File: config.mk
export PLATFORM = sky130hd
export DESIGN_NAME = cascade_fifo
export DESIGN_NICKNAME = d
export VERILOG_FILES = /design/src/rtl/cascade_pkg.sv /design/src/rtl/token_keeper.sv /design/src/rtl/slice_store.sv /design/src/rtl/fifo_slice.sv /design/src/rtl/cascade_fifo.sv
export SDC_FILE = /design/constraint.sdc
export NUM_CORES = 1
export LEC_CHECK = 0
export ABC_AREA = 1
export BUFFER_PORTS_ARGS = -buffer_cell sky130_fd_sc_hd__clkbuf_2
export CAP_MARGIN = 20
export CORE_MARGIN = 10
export CORE_UTILIZATION = 25
export CTS_BUF_LIST = sky130_fd_sc_hd__clkbuf_16
export DETAILED_ROUTE_END_ITERATION = 7
export GPL_TIMING_DRIVEN = 0
export SYNTH_ARGS = -nofsm -noshare
export SYNTH_HDL_FRONTEND = slang
export SYNTH_SLANG_ARGS = --single-unit
File: constraint.sdc
create_clock -name clk -period 3.95 [get_ports clk]
set_clock_uncertainty 0.15 [all_clocks]
set_input_delay 0 -clock clk [delete_from_list [all_inputs] [get_ports clk]]
set_output_delay 0 -clock clk [all_outputs]
set_load 0.01 [all_outputs]
File: src/rtl/cascade_pkg.sv
package cascade_pkg;
    // Per-slice status after gating by token ownership
    typedef struct packed {
        logic full;
        logic empty;
        logic afull;
        logic aempty;
        logic half;
    } slice_flags_t;
endpackage

File: src/rtl/token_keeper.sv
module token_keeper (
    input  logic clk,
    input  logic rst_n,
    input  logic first_n,
    input  logic pass_in,
    input  logic send,
    input  logic keep,
    output logic own
);
    typedef struct packed {
        logic own;
    } tok_state_t;

    tok_state_t st_d, st_q;

    always_comb begin
        st_d = st_q;
        if (st_q.own) begin
            if (send && !keep) st_d.own = 1'b0;
        end else if (pass_in) begin
            st_d.own = 1'b1;
        end
    end

    always_ff @(posedge clk or negedge rst_n) begin
        if (!rst_n) st_q.own <= !first_n;
        else        st_q <= st_d;
    end

    assign own = st_q.own;

    // a pulse never reaches a slice that already holds this token
    assert_no_double_grant_R4: assert property (@(posedge clk) disable iff (!rst_n)
        pass_in |-> !st_q.own);
    // only the holder may send the token onward
    assert_send_by_owner_R2: assert property (@(posedge clk) disable iff (!rst_n)
        send |-> st_q.own);
endmodule

File: src/rtl/slice_store.sv
module slice_store #(
    parameter int DATA_W = 16,
    parameter int DEPTH  = 8
) (
    input  logic              clk,
    input  logic              rst_n,
    input  logic              do_wr,
    input  logic              do_rd,
    input  logic [DATA_W-1:0] wdata,
    output logic [DATA_W-1:0] rdata,
    output logic [$clog2(DEPTH+1)-1:0] count,
    output logic              wr_last,
    output logic              rd_last
);
    localparam int PW = (DEPTH > 1) ? $clog2(DEPTH) : 1;
    localparam int CW = $clog2(DEPTH+1);
    localparam logic [PW-1:0] LAST = PW'(DEPTH-1);

    typedef struct packed {
        logic [PW-1:0] wptr;
        logic [PW-1:0] rptr;
        logic [CW-1:0] cnt;
    } store_state_t;

    store_state_t st_d, st_q;
    logic [DATA_W-1:0] mem [DEPTH];

    always_comb begin
        st_d = st_q;
        if (do_wr) st_d.wptr = (st_q.wptr == LAST) ? '0 : st_q.wptr + PW'(1);
        if (do_rd) st_d.rptr = (st_q.rptr == LAST) ? '0 : st_q.rptr + PW'(1);
        case ({do_wr, do_rd})
            2'b10:   st_d.cnt = st_q.cnt + CW'(1);
            2'b01:   st_d.cnt = st_q.cnt - CW'(1);
            default: st_d.cnt = st_q.cnt;
        endcase
    end

    always_ff @(posedge clk or negedge rst_n) begin
        if (!rst_n) st_q <= '0;
        else        st_q <= st_d;
    end

    always_ff @(posedge clk) begin
        if (do_wr) mem[st_q.wptr] <= wdata;
    end

    assign rdata   = mem[st_q.rptr];
    assign count   = st_q.cnt;
    assign wr_last = (st_q.wptr == LAST);
    assign rd_last = (st_q.rptr == LAST);

    assert_no_overflow_R6: assert property (@(posedge clk) disable iff (!rst_n)
        st_q.cnt <= CW'(DEPTH));
    assert_no_underflow_R7: assert property (@(posedge clk) disable iff (!rst_n)
        do_rd |-> (st_q.cnt != '0));
endmodule

File: src/rtl/fifo_slice.sv
module fifo_slice
    import cascade_pkg::*;
#(
    parameter int DATA_W = 16,
    parameter int DEPTH  = 8,
    parameter int AF_GAP = 2,
    parameter int AE_GAP = 2,
    parameter bit SINGLE = 1'b0
) (
    input  logic              clk,
    input  logic              rst_n,
    input  logic              first_n,
    input  logic              wx_in,
    input  logic              rx_in,
    input  logic              wr_en,
    input  logic              rd_en,
    input  logic [DATA_W-1:0] wdata,
    output logic              wx_out,
    output logic              rx_out,
    output logic [DATA_W-1:0] rdata,
    output slice_flags_t      flags,
    output logic              wtok,
    output logic              rtok
);
    localparam int CW = $clog2(DEPTH+1);

    logic [CW-1:0]     count;
    logic              wr_last, rd_last, do_wr, do_rd;
    logic [DATA_W-1:0] store_rdata;

    assign do_wr  = wr_en && wtok && (count != CW'(DEPTH));
    assign do_rd  = rd_en && rtok && (count != '0);
    assign wx_out = do_wr && wr_last;
    assign rx_out = do_rd && rd_last;

    token_keeper u_wtok (
        .clk(clk), .rst_n(rst_n), .first_n(first_n), .pass_in(wx_in),
        .send(wx_out), .keep(SINGLE), .own(wtok)
    );

    token_keeper u_rtok (
        .clk(clk), .rst_n(rst_n), .first_n(first_n), .pass_in(rx_in),
        .send(rx_out), .keep(SINGLE), .own(rtok)
    );

    slice_store #(.DATA_W(DATA_W), .DEPTH(DEPTH)) u_store (
        .clk(clk), .rst_n(rst_n), .do_wr(do_wr), .do_rd(do_rd),
        .wdata(wdata), .rdata(store_rdata), .count(count),
        .wr_last(wr_last), .rd_last(rd_last)
    );

    assign rdata = rtok ? store_rdata : '0;

    always_comb begin
        flags.full   = wtok && (count == CW'(DEPTH));
        flags.afull  = wtok && (count >= CW'(DEPTH - AF_GAP));
        flags.empty  = rtok && (count == '0);
        flags.aempty = rtok && (count <= CW'(AE_GAP));
        flags.half   = (count > CW'(DEPTH / 2));
    end

    // a handoff pulse in a ring releases the token at that edge
    assert_wr_handoff_R2: assert property (@(posedge clk) disable iff (!rst_n)
        (!SINGLE && wx_out) |=> !wtok);
    assert_rd_handoff_R3: assert property (@(posedge clk) disable iff (!rst_n)
        (!SINGLE && rx_out) |=> !rtok);
    assert_single_keeps_R10: assert property (@(posedge clk) disable iff (!rst_n)
        !SINGLE || (wtok && rtok));
endmodule

File: src/rtl/cascade_fifo.sv
module cascade_fifo
    import cascade_pkg::*;
#(
    parameter int DATA_W      = 16,
    parameter int SLICE_DEPTH = 8,
    parameter int NUM_SLICES  = 4,
    parameter int AF_GAP      = 2,
    parameter int AE_GAP      = 2
) (
    input  logic              clk,
    input  logic              rst_n,
    input  logic              wr_en,
    input  logic [DATA_W-1:0] wr_data,
    input  logic              rd_en,
    output logic [DATA_W-1:0] rd_data,
    output logic              full,
    output logic              empty,
    output logic              almost_full,
    output logic              almost_empty,
    output logic              half_full
);
    localparam bit SOLO = (NUM_SLICES == 1);

    logic [NUM_SLICES-1:0] wx_o, rx_o, wx_i, rx_i, wtok, rtok;
    logic [DATA_W-1:0]     sl_rdata [NUM_SLICES];
    slice_flags_t          sl_flags [NUM_SLICES];
    logic                  any_half;

    for (genvar i = 0; i < NUM_SLICES; i++) begin : g_slice
        if (SOLO) begin : g_solo
            assign wx_i[i] = 1'b0;
            assign rx_i[i] = 1'b0;
        end else begin : g_ring
            assign wx_i[i] = wx_o[(i + NUM_SLICES - 1) % NUM_SLICES];
            assign rx_i[i] = rx_o[(i + NUM_SLICES - 1) % NUM_SLICES];
        end

        fifo_slice #(
            .DATA_W(DATA_W), .DEPTH(SLICE_DEPTH),
            .AF_GAP(AF_GAP), .AE_GAP(AE_GAP), .SINGLE(SOLO)
        ) u_slice (
            .clk(clk), .rst_n(rst_n), .first_n(i != 0),
            .wx_in(wx_i[i]), .rx_in(rx_i[i]),
            .wr_en(wr_en), .rd_en(rd_en), .wdata(wr_data),
            .wx_out(wx_o[i]), .rx_out(rx_o[i]),
            .rdata(sl_rdata[i]), .flags(sl_flags[i]),
            .wtok(wtok[i]), .rtok(rtok[i])
        );
    end

    always_comb begin
        rd_data      = '0;
        full         = 1'b0;
        empty        = 1'b0;
        almost_full  = 1'b0;
        almost_empty = 1'b0;
        any_half     = 1'b0;
        for (int i = 0; i < NUM_SLICES; i++) begin
            rd_data      = rd_data | sl_rdata[i];
            full         = full | sl_flags[i].full;
            empty        = empty | sl_flags[i].empty;
            almost_full  = almost_full | sl_flags[i].afull;
            almost_empty = almost_empty | sl_flags[i].aempty;
            any_half     = any_half | sl_flags[i].half;
        end
        half_full = SOLO ? any_half : 1'b0;
    end

    assert_one_wtoken_R4: assert property (@(posedge clk) disable iff (!rst_n)
        $onehot(wtok));
    assert_one_rtoken_R4: assert property (@(posedge clk) disable iff (!rst_n)
        $onehot(rtok));
    // at most one slice drives the shared read bus
    assert_one_driver_R5: assert property (@(posedge clk) disable iff (!rst_n)
        $onehot0(rtok));
endmodule

* Word level (Yosys, flattened, before mapping)
Memories as Yosys holds them, arrays and structs flattened. Cells that the tools add are included.
Storage, ports and cells: logic and storage cells 187, memories kept 4, bits in writable memories 512, ROM bits 0, output and inout bits 21, bits in registers 48, bits in latches 0
Cells by class: div/mod/pow operators 0, reduce and logical (&&, ||, !) cells 52, $lt $le $gt $ge 8, add/subtract/negate cells 16, equal/unequal tests 24, shift operators 0, mux-type cells 48, bitwise gates (word level) 15, multiply operators 0
Memories:
- g_slice[0].u_slice.u_store.mem | words 8, bits a word 16, rd ports 1, clocked after memory_dff 0, wr ports 1, line slice_store.sv:26 | logic [DATA_W-1:0] mem [DEPTH];
- g_slice[1].u_slice.u_store.mem | words 8, bits a word 16, rd ports 1, clocked after memory_dff 0, wr ports 1, line slice_store.sv:26
- g_slice[2].u_slice.u_store.mem | words 8, bits a word 16, rd ports 1, clocked after memory_dff 0, wr ports 1, line slice_store.sv:26
- g_slice[3].u_slice.u_store.mem | words 8, bits a word 16, rd ports 1, clocked after memory_dff 0, wr ports 1, line slice_store.sv:26
Operators with widths (count):
- $mux W16 | 4
- $or A16 B16 Y16 | 3
- $logic_and A1 B1 Y1 | 40
- $mux W1 | 32
- $pmux W4 S2 | 4
- $add A3 B1 Y3 const B | 8
- $eq A3 B3 Y1 const B | 8
- $mux W3 | 8
- $add A4 B1 Y4 const B | 4
- $eq A4 B4 Y1 const B | 4
- $ge A4 B3 Y1 const B | 4
- $le A4 B2 Y1 const B | 4
- $logic_not A4 Y1 | 4
- $ne A4 B4 Y1 const B | 4
- $reduce_bool A4 Y1 | 4
- $sub A4 B1 Y4 const B | 4
- $or A1 B1 Y1 | 12
- $eq A2 B1 Y1 const B | 4
- $eq A2 B2 Y1 const B | 4
- $reduce_bool A2 Y1 | 4

* Longest topological paths before layout
Gate-level depths: netlist (run 1).
word-level depth 5, gate-level depth with buffers 14, depth with buffers taken out 14

* Worst setup path before layout (run 1)
OpenSTA, ideal clock, no wires.
path type register to register, start point reg, netlist name g_slice[0].u_slice.u_rtok.own, end point reg g_slice[0].u_slice.u_store.st_q (netlist bit g_slice[0].u_slice.u_store.count[2]), cell stages (with the launch flop) 10, path slack 1.712 ns, arrival time 2.005 ns, buffers on the path 1, cells stage by stage dfstp_2 -> buf_2 -> inv_1 -> nor3_4 -> ha_1 -> xor2_1 -> ha_1 -> a21oi_1 -> xor2_1 -> o21ai_0
On the way: longest elaborated chain between the ends 4, elaborated cells between the ends (all ways) 6, those cells by class 2 x eq/ne; 1 x mux; 3 x reduce/logical
RTL lines:
- $logic_and A1 B1 Y1 (*) (2 in series) | line fifo_slice.sv:32 | assign do_rd = rd_en && rtok && (count != '0);
- via g_slice[0].u_slice.do_rd | line fifo_slice.sv:28 | logic wr_last, rd_last, do_wr, do_rd;
- $eq A2 B1 Y1 / $eq A2 B2 Y1 (equally long branches) | line slice_store.sv:32 | case ({do_wr, do_rd})
- $pmux W4 S2 / $reduce_bool A2 Y1 (equally long branches)
- end signal, assigned | line slice_store.sv:41 | else st_q <= st_d;
- end, declared | line slice_store.sv:25 | store_state_t st_d, st_q;
The timed path passes the listed nets; every way through them passes the cells marked *. A chain may end at the register's enable or synchronous reset.

* Worst setup path after layout (run 1)
start point reg g_slice[1].u_slice.u_store.st_q[5] (netlist name), end point out rd_data[15]
On the way: longest elaborated chain between the ends 5
RTL lines:
- start, declared | line slice_store.sv:25
- start signal, assigned | line slice_store.sv:41
- $mem_v2 Z8 W16
- $mux W16 | line fifo_slice.sv:52 | assign rdata = rtok ? store_rdata : '0;
- $or A16 B16 Y16 (3 in series) | line cascade_fifo.sv:59 | rd_data = rd_data | sl_rdata[i];
- end, declared | line cascade_fifo.sv:15 | output logic [DATA_W-1:0] rd_data,
Every way passes these cells.

==> impl_metrics.tcl, run 1 <==
set metrics [dict create \
    status "finished clean" \
    syn_avg_cell_area_um2 10.6 \
    worst_slack_ns 1.00 \
    syn_nets 2348 \
    grt_pass1_vias 15577 \
    nets 2472 \
    insertion_delay_ns 0.61 \
    start_util_pct 25.2 \
    synth-seq-area-share_pct 68.1 \
    fillCellCount 9986 \
    ys_types 38 \
    path_depth 9 \
    htree_num_levels 2 \
    worstReg2RegEnd "g_slice[0].u_slice.u_store.count[2]$_DFFE_PN0P_" \
    peakVddDrop_v 0.000428 \
    layout-drive-gt1-share_pct 10.5 \
    drv_slew 0 \
    powerDensity_mw_per_mm2 728 \
    critPathMaxFanout 10 \
    r2r_cells 9 \
    num_vias 16296 \
    antenna_found_initial 7 \
    rsz0062_at_grt "false" \
    clockBufferDepth 3 \
    initialDrtViolationCount 1647 \
    tightest_slew_ns 1.01 \
    cp_data_arrival_time_ns 2.80 \
    cts_resized 0 \
    cpMaxStageDelayCell "clkbuf_1" \
    maxCapViolations 0 \
    setup_tns_ns 0 \
    avgViaCountPerCell 4.35 \
    hold_viol 0 \
    path_cells "inv_2, clkbuf_1, nand2_1, nand3_1, nand3_1, nand2_1, inv_1, nand2_1, clkbuf_2" \
    pin_count 41 \
    worstPathRequired_ns 3.80 \
    grt_pass1_wl_um 96600 \
    syn_to_final_growth_pct 15.7 \
    path_buf_inv 4 \
    overflow 0 \
    critPathLaunch "g_slice[1].u_slice.u_store.st_q[5]$_DFFE_PN0P_" \
    cts_tree "yes" \
    hold_class "input pin to register" \
    antenna_violating_nets_post_route 0 \
    syn_inst 2301 \
    cts.sinks 560 \
    fp-row-count 114 \
    final_util_pct 29.1 \
    synth-edff-count 512 \
    whs_path_depth 1 \
    crit_path_end_kind "output port" \
    cts-buffers-inserted 55 \
    cts_root_buf "clkbuf_16" \
    grt.total_usage_pct 11.3 \
    final_cell_mix "nand2_1 (866), edfxtp_1 (512), nand3_1 (267)" \
    cp-start-kind "register" \
    hold_start "wr_data[11]" \
    min_period_over_period_pct 74.6 \
    die_h_um 332 \
    wl_per_cell_um 17.3 \
    drt_wl_total_um 64700 \
    yosys_warnings 0 \
    cp_top_family "simple AND/OR/NAND/NOR gates" \
    rr_startpoint "g_slice[0].u_slice.u_rtok.own$_DFF_PN1_" \
    fp.coreArea_mm2 0.0967 \
    critPathMostFrequentCell "nand2_1" \
    finalSetupViolCount 0 \
    p_leak_nw 11.2 \
    regToRegSetupSlack_ns 1.30 \
    layout_min_cycle_time_ns 2.95 \
    drtPass1Iterations 5 \
    yosys_most_used_dff "edfxtp_1" \
    worst_setup_hold_path_clk_slew_ns 0.06 \
    slew_headroom_pct 33.0 \
    grt_max_degree 33 \
    crit_end "rd_data[15]" \
    dieWidth_um 332 \
    synthesis.area_mm2 0.0243 \
    dp_slack_ns 1.32 \
    io_buffer_count 38 \
    p_total_mw 20.5 \
    hpwl_um 43200 \
    ys_seq_elements 560 \
    layout.cells.most_common "nand2_1" \
    die_area_mm2 0.110 \
    gp_congestion 0.858 \
    fmax_mhz 339 \
    cp_slowest_stage_delay_ns 0.46 \
    async_flop_share_pct 8.57 \
    worst-setup-path-type "register to output port" \
    drcViolationCount 0 \
]
sequential cells by signal, indices dropped and copies added (netlist names):
name	count
g_slice.u_slice.u_wtok.own	4
g_slice.u_slice.u_store.count	16
g_slice.u_slice.u_rtok.own	4
g_slice.u_slice.u_store.mem	512
g_slice.u_slice.u_store.st_q	24
synthesized netlist by cell type (2+ instances only):
cell type	count	area, um2
nor2_1	144	541
ha_1	27	338
o211ai_1	3	22.5
dfrtp_1	46	1150
nor3_4	2	32.5
edfxtp_1	512	15400
a21oi_1	9	45.0
nand2_1	866	3250
nor3_2	2	20.0
o21a_1	3	22.5
inv_2	13	48.8
buf_1	8	30.0
buf_2	34	170
inv_1	171	642
clkinv_1	5	18.8
buf_4	30	225
xnor2_1	5	43.8
o21ai_1	23	115
nand2_2	2	12.5
o21ai_0	52	260
nand4_1	12	75.1
nand3_1	267	1340
a21boi_1	3	22.5
nand3_2	2	20.0
o2111ai_1	4	35.0
dfstp_2	2	52.6
buf_6	19	214
a22o_1	2	17.5
xor2_1	10	87.6
clkbuf_1	15	56.3
report_power, final:
part	switching [mW]	leakage (nW)	internal, mW	total, mW
clock	2.15	0.837	2.64	4.79
combinational	5.69	5.20	2.46	8.16
sequential	0.340	5.20	7.22	7.56
total	8.19	11.2	12.3	20.5
through the flow:
| step | hold WS [ns] | instance area, um2 | std cells |
|---|---|---|---|
| after floorplan | -0.446 | 24300 | 2301 |
| after global placement | 0.202 | 26100 | 3615 |
| after detailed placement | -0.176 | 26500 | 3639 |
| after CTS | 0.0494 | 28100 | 3742 |
| after global routing | 0.0917 | 28100 | 3742 |
| final | 0.0914 | 28200 | 3744 |
kinds of logic after synthesis:
logic type	synth area share (%)
other cells	0.0154
simple gates	21.8
buf+inv	5.77
xor+xnor	0.540
compound gates	2.32
fa+ha+maj	1.39
flops	68.1
worst min path at each step:
| stage | slack [ns] | endpoint |
|---|---|---|
| finish | 0.09 | g_slice[1].u_slice.u_store.mem[5][11]$_DFFE_PP_ |
| global placement | 0.20 | g_slice[1].u_slice.u_store.st_q[8]$_DFFE_PN0P_ |
| detailed placement | -0.18 | g_slice[1].u_slice.u_store.st_q[8]$_DFFE_PN0P_ |
| floorplan | -0.45 | g_slice[0].u_slice.u_store.count[0]$_DFFE_PN0P_ |
| global route | 0.09 | g_slice[1].u_slice.u_store.mem[5][11]$_DFFE_PP_ |
| CTS | 0.05 | g_slice[1].u_slice.u_store.mem[5][11]$_DFFE_PP_ |
layout make-up:
cell class,instances,area [um2],share of cell area (%)
Timing Repair Buffer,67,538,1.91
Buffer,106,696,2.47
Clock buffer,57,1430,5.07
Antenna cell,2,5.00,0.0178
Clock inverter,41,191,0.680
Inverter,189,709,2.52
Tap cell,1276,1600,5.67
Sequential cell,560,16600,58.9
Multi-Input combinational cell,1446,6410,22.8
timing repair:
item | in CTS | in global routing
hold buffers | 5 | 0
hold endpoints to repair | 92 | 0
setup buffers | 0 | 0
per-layer routing:
| layer | global-route usage (%) | vias up | routed length [um] |
|---|---|---|---|
| li1 | - | 7897 | - |
| met1 | 15.3 | 7854 | 29500 |
| met2 | 18.5 | 455 | 30100 |
| met3 | 1.90 | 88 | 3740 |
| met4 | 3.13 | 2 | 1420 |
| met5 | 0 | - | 13 |
No activity file was read; power rests on OpenSTA's default activity.
==> run 2: changes to the inputs <==
Clock period 3.95 ns to 2.7 ns, I/O delays scaled along.
==> impl_metrics.tcl, run 2 (synthesis results as in run 1) <==
set metrics [dict create \
    status "finished clean" \
    dieWidth_um 332 \
    overflow 0 \
    cp-start-kind "register" \
    placed_cells 3639 \
    layout-drive-gt1-share_pct 12.5 \
    fp-row-count 114 \
    peakVddDrop_v 0.000630 \
    nets 2473 \
    multi_input_area_mm2 0.00659 \
    start_util_pct 25.2 \
    wl_per_cell_um 17.3 \
    tightest_slew_ns 1.02 \
    worst-setup-path-type "register to output port" \
    finalSetupViolCount 0 \
    r2r_cells 8 \
    cts-buffers-inserted 55 \
    initialDrtViolationCount 1552 \
    drv_slew 0 \
    maxCapViolations 0 \
    critPathMostFrequentCell "nand2_1" \
    hold_viol 0 \
    pin_count 41 \
    cp_slowest_stage_delay_ns 0.42 \
    grt_max_degree 33 \
    avgViaCountPerCell 4.36 \
    worstPathRequired_ns 2.55 \
    layout_min_cycle_time_ns 2.60 \
    final_cell_mix "nand2_1 (858), edfxtp_1 (512), nand3_1 (248)" \
    gp_congestion 0.858 \
    cts_tree "yes" \
    antenna_violating_nets_post_route 0 \
    drtPass1Iterations 6 \
    cts.sinks 560 \
    antenna_found_initial 9 \
    clockBufferDepth 3 \
    cpMaxStageDelayCell "dfrtp_1" \
    p_leak_nw 11.4 \
    fmax_mhz 384 \
    drcViolationCount 0 \
    slew_headroom_pct 32.3 \
    min_period_over_period_pct 96.5 \
    powerDensity_mw_per_mm2 1070 \
    critPathMaxFanout 10 \
    fillCellCount 9971 \
    die_area_mm2 0.110 \
    rsz0062_at_grt "false" \
    regMostFlops "g_slice.u_slice.u_store.mem" \
    syn_to_final_growth_pct 16.8 \
    hold_class "input pin to register" \
    layout.cells.most_common "nand2_1" \
    p_total_mw 30.5 \
    io_buffer_count 38 \
    grt.total_usage_pct 11.3 \
    die_h_um 332 \
    worst_setup_hold_path_clk_slew_ns 0.06 \
    final_cells 3745 \
    regArea_mm2 0.0166 \
    reg_top3 "g_slice.u_slice.u_store.mem x512, g_slice.u_slice.u_store.st_q x24, g_slice.u_slice.u_store.count x16" \
    hpwl_um 43200 \
    crit_path_end_kind "output port" \
    drt_wl_total_um 64800 \
    path_cells "inv_2, buf_6, clkbuf_4, nand2_1, nand2_1, nand2_1, nand3_1, nand3_1, nand2_1, inv_1, nand2_1, clkbuf_2" \
    grt_pass1_vias 15584 \
    insertion_delay_ns 0.61 \
    largest_reg_flops 512 \
    grt_pass1_wl_um 96600 \
    htree_num_levels 2 \
    whs_path_depth 1 \
    num_vias 16317 \
    fp.coreArea_mm2 0.0967 \
    cts_root_buf "clkbuf_16" \
    cp_data_arrival_time_ns 2.45 \
]
[run 2: repair_timing]
| action | CTS | global route |
|---|---|---|
| setup buffers | 0 | 3 |
| gates resized for setup | 28 | 58 |
| hold buffers | 5 | 0 |
| gates cloned | 0 | 0 |
| hold endpoints to repair | 92 | 0 |
| pin swaps | 0 | 1 |
| setup endpoints to repair | 14 | 19 |
[run 2: report_power, final]
| part | leakage, nW | switching (mW) | internal (mW) |
|---|---|---|---|
| registers | 5.20 | 0.570 | 10.6 |
| logic | 5.34 | 8.47 | 3.87 |
| clock network | 0.837 | 3.13 | 3.86 |
[run 2: final timing paths]
kind | start | end | slack [ns]
setup reg to reg | g_slice[0].u_slice.u_rtok.own$_DFF_PN1_ | g_slice[0].u_slice.u_store.count[2]$_DFFE_PN0P_ | 0.16
hold / removal | wr_data[0] | g_slice[1].u_slice.u_store.mem[6][0]$_DFFE_PP_ | 0.09
min in group asynchronous | rst_n | g_slice[0].u_slice.u_wtok.own$_DFF_PN1_ | 0.38
setup / recovery | g_slice[3].u_slice.u_store.st_q[4]$_DFFE_PN0P_ | rd_data[0] | 0.1
max in group asynchronous | rst_n | g_slice[0].u_slice.u_store.st_q[8]$_DFFE_PN0P_ | 0.87
hold reg to reg | g_slice[1].u_slice.u_store.count[3]$_DFFE_PN0P_ | g_slice[1].u_slice.u_store.count[3]$_DFFE_PN0P_ | 0.36
[run 2: layout make-up]
cell class | count | share of cell area (%)
Antenna cell | 2 | 0.0176
Buffer | 104 | 2.68
Clock buffer | 57 | 5.02
Clock inverter | 41 | 0.673
Inverter | 189 | 2.53
Multi-Input combinational cell | 1446 | 23.2
Sequential cell | 560 | 58.3
Tap cell | 1276 | 5.61
Timing Repair Buffer | 70 | 1.97
[run 2: through the flow]
step	instance area [um2]	setup TNS [ns]	utilization [%]	hold WS [ns]	setup WS, ns
2_1_floorplan	24300	0	-	-0.446	0.462
3_3_place_gp	26100	-40.54	27.0	0.202	-0.283
3_5_place_dp	26500	0	27.4	-0.176	0.0689
4_1_cts	28200	-0.00367	29.2	0.0494	-0.00367
5_1_grt	28400	0	29.4	0.0917	0.00255
6_report	28400	0	29.4	0.0941	0.0951
[run 2: routing by layer]
metal	track usage (%)	share of wire (%)
met4	3.05	2.2
met1	15.2	45
met5	0	0.063
met3	1.94	5.9
met2	18.5	46
[run 2: worst max-delay path: cells and delay by family (launching register included)]
| family | cells | cell delay (ns) |
|---|---|---|
| buffers and inverters | 5 | 0.65 |
| AND/OR/NAND/NOR | 7 | 0.78 |
| flip-flops | 1 | 0.42 |
==> run 3: changes to the inputs <==
Settings changed: ABC_AREA 1 to not set, BUFFER_PORTS_ARGS -buffer_cell sky130_fd_sc_hd__clkbuf_2 to not set, CORE_UTILIZATION 25 to 50, DONT_BUFFER_PORTS set to 1, PLACE_DENSITY set to 0.68.
==> impl_metrics.tcl, run 3 <==
set metrics [dict create \
    finalSetupViolCount 16 \
    violations "setup timing" \
    status "finished with violations" \
    avgViaCountPerCell 5.90 \
    synthesis.area_mm2 0.0226 \
    largest_reg_flops 512 \
    synth-edff-count 512 \
    path_cells "buf_6, buf_12, mux4_1, mux2_2, a22oi_2, o211ai_1" \
    drtPass1Iterations 5 \
    cts-buffers-inserted 55 \
    p_leak_nw 8.88 \
    cp_slowest_stage_delay_ns 0.55 \
    async_flop_share_pct 8.57 \
    syn_nets 1166 \
    final_cell_mix "edfxtp_1 (512), mux4_2 (115), clkbuf_16 (56)" \
    num_vias 11183 \
    worst_setup_hold_path_clk_slew_ns 0.06 \
    r2r_cells 10 \
    regToRegSetupSlack_ns 0.09 \
    nets 1307 \
    worstReg2RegEnd "g_slice[3].u_slice.u_store.count[2]$_DFFE_PN0P_" \
    min_delay_worst_endpoint "g_slice[2].u_slice.u_store.mem[1][7]$_DFFE_PP_" \
    hold_start "wr_data[7]" \
    htree_num_levels 2 \
    cts.sinks 560 \
    whs_path_depth 1 \
    start_util_pct 50.9 \
    cpMaxStageDelayCell "mux4_1" \
    drt_wl_total_um 50800 \
    stdcell_area_mm2 0.0269 \
    pin_count 41 \
    grt_pass1_vias 11376 \
    yosys_most_used_dff "edfxtp_1" \
    tightest_slew_ns 0.938 \
    die_area_mm2 0.0542 \
    layout_min_cycle_time_ns 2.96 \
    cts_tree "yes" \
    die_h_um 233 \
    placed_cells 1740 \
    overflow 0 \
    p_total_mw 17.2 \
    drv_slew 0 \
    diodes 0 \
    worst-setup-path-type "register to output port" \
    drcViolationCount 0 \
    rr_startpoint "g_slice[3].u_slice.u_store.count[2]$_DFFE_PN0P_" \
    min_period_over_period_pct 110 \
    ys_top_cells_by_area "edfxtp_1 (68%), mux4_2 (10%), dfrtp_1 (5.1%)" \
    slew_headroom_pct 37.2 \
    peakVddDrop_v 0.000639 \
    clockBufferDepth 3 \
    syn_inst 1119 \
    dp_slack_ns -0.461 \
    grt_pass1_wl_um 75400 \
    grt.total_usage_pct 19.0 \
    cp_data_arrival_time_ns 2.81 \
    grt_max_degree 47 \
    synth.top_cell.area_share_pct 67.9 \
    regMostFlops "g_slice.u_slice.u_store.mem" \
    yosys_warnings 0 \
    fp-row-count 77 \
    syn_avg_cell_area_um2 20.2 \
    antenna_found_initial 1 \
    final_cells 1897 \
    powerDensity_mw_per_mm2 640 \
    synth_common_cells "edfxtp_1 (512), mux4_2 (105), mux2_2 (65)" \
    hold_viol 0 \
    synth-seq-area-share_pct 73.2 \
    dieWidth_um 233 \
    ys_seq_elements 560 \
    fmax_mhz 338 \
    yosys.area.top_type "edfxtp_1" \
    wl_per_cell_um 26.8 \
    cts_root_buf "clkbuf_16" \
    maxCapViolations 0 \
    final_util_pct 60.5 \
    initialDrtViolationCount 903 \
    worstPathRequired_ns 2.55 \
    gp_congestion 0.864 \
    antenna_violating_nets_post_route 0 \
    hold_class "input pin to register" \
    layout-drive-gt1-share_pct 34.7 \
    crit_path_end_kind "output port" \
    fp.coreArea_mm2 0.0445 \
    critPathMaxFanout 10 \
    rsz0062_at_grt "true" \
    io_buffer_count 0 \
    layout.cells.most_common "edfxtp_1" \
    reg_top3 "g_slice.u_slice.u_store.mem x512, g_slice.u_slice.u_store.st_q x24, g_slice.u_slice.u_store.count x16" \
    worst_slack_ns -0.259 \
    yosysMostFrequentCell "edfxtp_1" \
    hpwl_um 32100 \
    setup_tns_ns -3.07 \
    syn_to_final_growth_pct 18.9 \
    cp-start-kind "register" \
    ys_types 51 \
    hold_slack_ns 0.0734 \
    insertion_delay_ns 0.60 \
    placed_area_mm2 0.0240 \
]
run 3: cell types whose count changed in the layout (fill, tap and decap cells not counted), sizes merged, moves of 108 or more:
cell | previous run | this run
nand3 | 269 | 7
mux4 | 0 | 128
nand2 | 868 | 53
nor2 | 146 | 38
inv | 196 | 15
run 3: layout make-up:
class | instances | area, um2
buffer | 51 | 429
clock buffer | 55 | 1380
clock inverter | 47 | 413
fill | 3161 | 17600
inverter | 7 | 28.8
multi-input combinational | 494 | 6050
sequential | 560 | 16600
tap | 592 | 741
timing repair buffer | 91 | 1300
run 3: worst max-delay path by stage:
| stage | startpoint | endpoint | slack [ns] | cells after the start |
|---|---|---|---|---|
| after floorplan | g_slice[3].u_slice.u_store.count[1]$_DFFE_PN0P_ | g_slice[3].u_slice.u_store.mem[2][0]$_DFFE_PP_ | -0.18 | 5 |
| after global placement | g_slice[3].u_slice.u_store.count[1]$_DFFE_PN0P_ | g_slice[3].u_slice.u_store.mem[4][5]$_DFFE_PP_ | -1.45 | 5 |
| after detailed placement | g_slice[1].u_slice.u_store.count[1]$_DFFE_PN0P_ | g_slice[1].u_slice.u_store.mem[0][5]$_DFFE_PP_ | -0.46 | 5 |
| after CTS | g_slice[2].u_slice.u_store.st_q[5]$_DFFE_PN0P_ | rd_data[12] | -0.23 | 6 |
| after global routing | g_slice[2].u_slice.u_store.st_q[5]$_DFFE_PN0P_ | rd_data[12] | -0.33 | 6 |
| final | g_slice[2].u_slice.u_store.st_q[5]$_DFFE_PN0P_ | rd_data[12] | -0.26 | 6 |
run 3: power breakdown:
group | switching [mW] | internal (mW)
sequential | 0 | 9.46
combinational | 0.168 | 0.0751
clock | 3.16 | 4.37
total | 3.33 | 13.9
run 3: metal layers:
| metal | global-route usage [%] | part of all wire (%) | vias up |
|---|---|---|---|
| met4 | 4.69 | 1.6 | 0 |
| li1 | - | - | 4885 |
| met1 | 26.4 | 43 | 5888 |
| met2 | 29.2 | 48 | 354 |
| met5 | 0 | 0 | - |
| met3 | 5.49 | 8.1 | 56 |
run 3: logic make-up (layout without fill, tap and decap cells):
family / Yosys count / count (layout) / share of synthesized area [%]
AOI/OAI and AO/OA: 82 / 82 / 2.36
buffers and inverters: 65 / 251 / 1.75
DFF: 560 / 560 / 73.2
adders and majority gates: 27 / 27 / 1.49
muxes: 210 / 210 / 17.1
and+or+nand+nor: 155 / 155 / 3.33
other: 1 / 1 / 0.0166
xor gates and xnor gates: 19 / 19 / 0.735
run 3: what timing repair did:
item                                    in CTS  in global routing
gates resized for setup                     75                 35
hold buffers                                37                  0
endpoints found under the setup margin     239                 85
pin swaps                                   23                 26
endpoints found under the hold margin      641                  0
setup buffers                               13                 10
cloned                                       0                  1
run 3: worst max-delay path: cells and delay by family (launching register included):
family | cells | cell delay, ns
mux | 2 | 0.85
flops | 1 | 0.40
buf+inv | 2 | 0.33
compound gates | 2 | 0.63
